--- config.mk ---
export PLATFORM = sky130hd
export DESIGN_NAME = instr_fetch_unit
export DESIGN_NICKNAME = d
export VERILOG_FILES = /design/src/rtl/fetch_pkg.sv /design/src/rtl/fetch_sext.sv /design/src/rtl/fetch_adder.sv /design/src/rtl/fetch_sel.sv /design/src/rtl/fetch_pc_reg.sv /design/src/rtl/instr_fetch_unit.sv
export SDC_FILE = /design/constraint.sdc
export NUM_CORES = 1
export LEC_CHECK = 0
export BUFFER_PORTS_ARGS = -buffer_cell sky130_fd_sc_hd__buf_4
export CAP_MARGIN = 20
export CORE_MARGIN = 2
export CORE_UTILIZATION = 60
export DETAILED_ROUTE_END_ITERATION = 7
export GPL_ROUTABILITY_DRIVEN = 1
export PLACE_DENSITY = 0.93
export SETUP_SLACK_MARGIN = 0.2
export SLEW_MARGIN = 20
export SYNTH_ARGS = -nofsm -noshare
export SYNTH_HDL_FRONTEND = slang
export SYNTH_HIERARCHICAL = 1
export SYNTH_SLANG_ARGS = --single-unit
--- constraint.sdc ---
create_clock -name clk -period 6.8 [get_ports clk]
set_input_delay 1.36 -clock clk [delete_from_list [all_inputs] [get_ports clk]]
set_output_delay 1.36 -clock clk [all_outputs]
set_load 0.03 [all_outputs]
--- src/rtl/fetch_pkg.sv ---
package fetch_pkg;
   typedef enum logic [1:0] {
      NXT_SEQ    = 2'd0,
      NXT_BRANCH = 2'd1,
      NXT_JUMP   = 2'd2
   } nxt_sel_e;
endpackage

--- src/rtl/fetch_sext.sv ---
module fetch_sext #(
   parameter int IN_W  = 16,
   parameter int OUT_W = 30
) (
   input  logic [IN_W-1:0]  din,
   output logic [OUT_W-1:0] dout
);
   if (IN_W > OUT_W) begin : g_bad_w
      $error("fetch_sext: IN_W must not exceed OUT_W");
   end

   if (IN_W == OUT_W) begin : g_pass
      assign dout = din;
   end else begin : g_ext
      localparam int FILL_W = OUT_W - IN_W;
      assign dout = {{FILL_W{din[IN_W-1]}}, din};
   end
endmodule

--- src/rtl/fetch_adder.sv ---
module fetch_adder #(
   parameter int W = 30
) (
   input  logic [W-1:0] a,
   input  logic [W-1:0] b,
   input  logic         cin,
   output logic [W-1:0] sum
);
   if (W < 2) begin : g_bad_w
      $error("fetch_adder: W must be at least 2");
   end

   assign sum = a + b + {{(W-1){1'b0}}, cin};
endmodule

--- src/rtl/fetch_sel.sv ---
module fetch_sel
   import fetch_pkg::*;
(
   input  logic     branch,
   input  logic     zero,
   input  logic     jump,
   output nxt_sel_e sel
);
   always_comb begin
      if (jump)                sel = NXT_JUMP;
      else if (branch && zero) sel = NXT_BRANCH;
      else                     sel = NXT_SEQ;
   end
endmodule

--- src/rtl/fetch_pc_reg.sv ---
module fetch_pc_reg #(
   parameter int W = 30
) (
   input  logic         clk,
   input  logic         rst_n,
   input  logic         en,
   input  logic [W-1:0] nxt,
   output logic [W-1:0] q
);
   always_ff @(posedge clk or negedge rst_n) begin
      if (!rst_n)  q <= '0;
      else if (en) q <= nxt;
   end
endmodule

--- src/rtl/instr_fetch_unit.sv ---
module instr_fetch_unit
   import fetch_pkg::*;
#(
   parameter int PC_W  = 30,
   parameter int IMM_W = 16,
   parameter int TGT_W = 26
) (
   input  logic                clk,
   input  logic                rst_n,
   input  logic                en,
   input  logic [IMM_W-1:0]    imm,
   input  logic [TGT_W-1:0]    target,
   input  logic                zero,
   input  logic                branch,
   input  logic                jump,
   output logic [PC_W+1:0]     fetch_addr,
   output logic [PC_W+1:0]     pc_plus4
);
   localparam int HI_W = PC_W - TGT_W;

   if (TGT_W >= PC_W) begin : g_bad_tgt
      $error("instr_fetch_unit: TGT_W must be below PC_W");
   end
   if (IMM_W > PC_W) begin : g_bad_imm
      $error("instr_fetch_unit: IMM_W must not exceed PC_W");
   end

   logic [PC_W-1:0] pc_q;
   logic [PC_W-1:0] pc_inc;
   logic [PC_W-1:0] pc_br;
   logic [PC_W-1:0] pc_jmp;
   logic [PC_W-1:0] imm_ext;
   logic [PC_W-1:0] pc_nxt;
   nxt_sel_e        sel;

   fetch_sext #(.IN_W(IMM_W), .OUT_W(PC_W)) sext_i (
      .din  (imm),
      .dout (imm_ext)
   );

   fetch_adder #(.W(PC_W)) inc_add_i (
      .a   (pc_q),
      .b   ({PC_W{1'b0}}),
      .cin (1'b1),
      .sum (pc_inc)
   );

   fetch_adder #(.W(PC_W)) br_add_i (
      .a   (pc_q),
      .b   (imm_ext),
      .cin (1'b1),
      .sum (pc_br)
   );

   assign pc_jmp = {pc_inc[PC_W-1 -: HI_W], target};

   fetch_sel sel_i (
      .branch (branch),
      .zero   (zero),
      .jump   (jump),
      .sel    (sel)
   );

   always_comb begin
      unique case (sel)
         NXT_JUMP:   pc_nxt = pc_jmp;
         NXT_BRANCH: pc_nxt = pc_br;
         default:    pc_nxt = pc_inc;
      endcase
   end

   fetch_pc_reg #(.W(PC_W)) pc_i (
      .clk   (clk),
      .rst_n (rst_n),
      .en    (en),
      .nxt   (pc_nxt),
      .q     (pc_q)
   );

   assign fetch_addr = {pc_q, 2'b00};
   assign pc_plus4   = {pc_inc, 2'b00};
endmodule

==> impl_results.md <==
* Core Rows at 34
* Worst Path Required at ~5400 ps
* Synthesis Warnings at 6
* Post-synth top flop: dfrtp_1
* Post-synth EDFFs at 0
* Final net count at around 850
* Initial Util at 61.9%
* Clock share of power at roughly 4.8%
* NetSw at 2.12 mW
* Initial antenna violation count at 0
* Wirelength per Cell at 18.5 um
* Layout cell share with drive strength beyond 1 at about a quarter
* Gp weighted congestion at 0.974
* Syn Area/Cell at just over 8 um2
* Synthesized flop and latch total at 30
* Power density cells at approximately 600 mW/mm2
* Reg2Reg Setup Slack at roughly 3200 ps
* Area of the multi-input gates at 0.00434 mm2
* Register area share after synthesis at 13.8%
* Largest net degree at the start of global routing at 55
* Cell Chain, Critical Path: fa_1 -> fa_1 -> a211oi_2 -> o211ai_2 -> a41oi_2 -> nand3b_1 -> nand2_1 -> o311a_1 -> buf_4
* Clk_lat worst skew at about 290 ps
* Total GRT Usage at between 30% and 40%
* Via count at roughly 5,400
* Reg-to-reg critical path endpoint: pc_i/q[24]
* RSZ-0062 raised after global routing: no
* Vias in the first global route at approximately 5,300
* Hold depth at 1
* Layout filler cell count at roughly 700
* Crit path kind: flip-flop to output port
* First-pass GRT wire length at between 20,000 and 30,000 um
* Register with the most flip-flops: pc_i/q
* Detailed Place HPWL at between 10,000 and 15,000 um
* Via/cell ratio at between 6 and 7
* Post-synth cell types at between 70 and 80
* DIE WIDTH at between 90 and 100 um
* Final setup violating endpoints at 0
* Max-capacitance violation count at 0
* Post-Syn Area at 0.00543 mm2
* Reg2reg start: pc_i/q[0]
* DR iter-0 viols at between 300 and 400
* P_leak at 2.93 nW
* Worst Setup SP: pc_i/q[0]
* Arr. time, crit path at around 3400 ps
* R2R depth at 12
* Routed Antenna Nets at 0
* Die Y at between 90 and 100 um
* Hold Vio Cnt, Final at 0
* Post-Synthesis Cells at roughly 660
* Worst vdd ir at 0.389 mV
* Hold buffer count at CTS at 0
* Layout Area Growth over Synthesis at 14.0%
* WHS Endpoint: pc_i/q[6]
* CTS-repair resized insts at 0
* Total gr overflow at 0
* Post-route DRC at 0
* Clock Skew at approximately 4.4 ps
* CTS tree: yes
* Hold Path Origin: pc_i/q[6]
* Clk root buf: clkbuf_8
* Die Footprint at 0.00982 mm2
* Inserted Clock Buffers at 5
* Synth area leaders: dfrtp_1 14%, ha_1 13%, mux2_4 8.3%, buf_4 5.4%, nand2_1 5.3%
* PortBufs at 107
* Dominant cell type by area after synthesis: dfrtp_1
* Crit path top cell by count: fa_1
* Outcome: finished, final reports clean
* H-tree levels at 2
* Period utilization at between 70 and 80%
* Tightest Hold Check Type: flip-flop to flip-flop
* Async SR Flop Fraction at 100%
* CP startpoint kind: flip-flop
* Worst Max-Slew Pin Slew at about 720 ps
* Routed WL at 15,800 um
* Critical Path Fanout Max at 4
* Clk slew on worst S/H paths at about 70 ps
* Normalized max-slew margin at 50.5%
* Core Region at between 0.008 and 0.009 mm2
* Max Clock Freq at 209 MHz
* Net Sw Frac at between 50% and 60%
* Reg area at between 700 and 800 um2
* Max reg flops at 30
* Drt first pass iters at 6
* CP peak stage delay at approximately 490 ps
* Crit path time final at about 4800 ps
* Slowest cell on crit path: fa_1
* Worst-case clock buffer depth at 2
* Biggest regs: pc_i/q (30)
* Final max-slew violation count at 0
* Yosys top cell area share at 13.8%
* Worst setup EP type: output port
* Setup Buffers After CTS at 0
* Antenna fix cells at 0
* Power share of the combinational group at a little over four fifths
* Sequential power share at 10.5%
* I/O pin cnt at ~110
* Int Power at roughly 1.6 mW
* CTS Sinks at 30
* Final Util at 70.6%
* Setup TNS at 0 ps
metrics by stage:
step / instances / power, mW / hold slack (ps) / instance area [um2] / setup slack (ps)
finish: 853 / 3.72 / 599 / 6180 / 2020
floorplan: 691 / 2.62 / 764 / 5560 / 2570
CTS: 853 / 3.64 / 596 / 6180 / 2040
global placement: 845 / 3.37 / 569 / 6070 / 2360
global route: 853 / 3.95 / 622 / 6180 / 1920
detailed placement: 845 / 3.44 / 576 / 6070 / 2250
layout by cell type (no fill, tap or decap), types with 9 or more instances in the layout:
cell / n
a21o_1: 20
a21oi_1: 57
a22oi_1: 26
buf_4: 108
conb_1: 37
dfrtp_1: 30
ha_1: 56
inv_1: 10
mux2_4: 30
nand2_1: 77
nand4_1: 9
nor2_1: 37
o21ai_0: 45
o21ai_1: 10
xnor2_1: 33
xor2_1: 17
cell type report:
type / instances / area share, %
multi-input combinational: 589 / 70.2
timing repair buffer: 108 / 13.1
sequential: 30 / 12.1
tap: 108 / 2.18
clock buffer: 8 / 1.78
inverter: 10 / 0.607
worst max-delay path by stage:
stage | depth (start not counted) | slack (ps) | endpoint
after floorplan | 13 | 2570 | pc_i/q[18]
after global placement | 13 | 2360 | pc_i/q[18]
after detailed placement | 13 | 2250 | pc_i/q[24]
after CTS | 9 | 2040 | pc_plus4[28]
after global routing | 9 | 1920 | pc_plus4[28]
final | 9 | 2020 | pc_plus4[28]
routing by layer:
| layer | vias up | GRT usage, % | share of wire [%] |
|---|---|---|---|
| li1 | 2555 | - | - |
| met4 | 0 | 9.69 | 1.7 |
| met5 | - | 0 | 0 |
| met3 | 31 | 2.67 | 5.8 |
| met2 | 253 | 55.3 | 50 |
| met1 | 2575 | 41.1 | 42 |
cells in the mapped netlist (all sizes together), types with 2 or more instances:
master	count
o31ai	5
nand3	8
a21boi	2
nor3	8
conb	2
a21o	21
o2bb2ai	2
ha	58
o21ai	58
and2	2
a2111oi	4
inv	10
o31a	4
buf	52
xor2	17
a22o	4
nand4	9
o22ai	4
a221oi	2
o211ai	4
nor4	3
mux2	31
o21a	6
xnor2	33
and3	4
a311oi	2
a22oi	26
a21oi	60
nor2b	5
dfrtp	30
a31o	2
nand2	78
nor2	37
a31oi	9
a221o	2
a211oi	10
o21bai	7
or3	3
clkbuf	10
fa	4
mux2i	2
or2	2
critical path: cells and delay by family, from the launching register on:
| family | cells | cell delay, ps |
|---|---|---|
| adder cells (fa/ha/maj) | 2 | 940 |
| AO/OA/AOI/OAI | 4 | 1230 |
| flip-flops | 1 | 460 |
| AND/OR/NAND/NOR | 2 | 300 |
| buffers and inverters | 1 | 190 |
power groups by stage:
stage	logic (mW)	clock network [mW]	registers (mW)
after floorplan	2.11	0	0.511
after global placement	2.99	0	0.382
after detailed placement	3.05	0	0.390
after CTS	3.06	0.184	0.388
after global routing	3.35	0.188	0.403
final	3.15	0.180	0.390
cell families after synthesis:
kind of cell | share of synthesized area (%)
muxes | 8.88
and+or+nand+nor | 14.5
buffers and inverters | 8.67
DFF | 13.8
adders and majority gates | 14.9
other | 0.138
xor gates and xnor gates | 8.07
AOI/OAI and AO/OA | 31.1
Power figures use the tool's default switching activity.
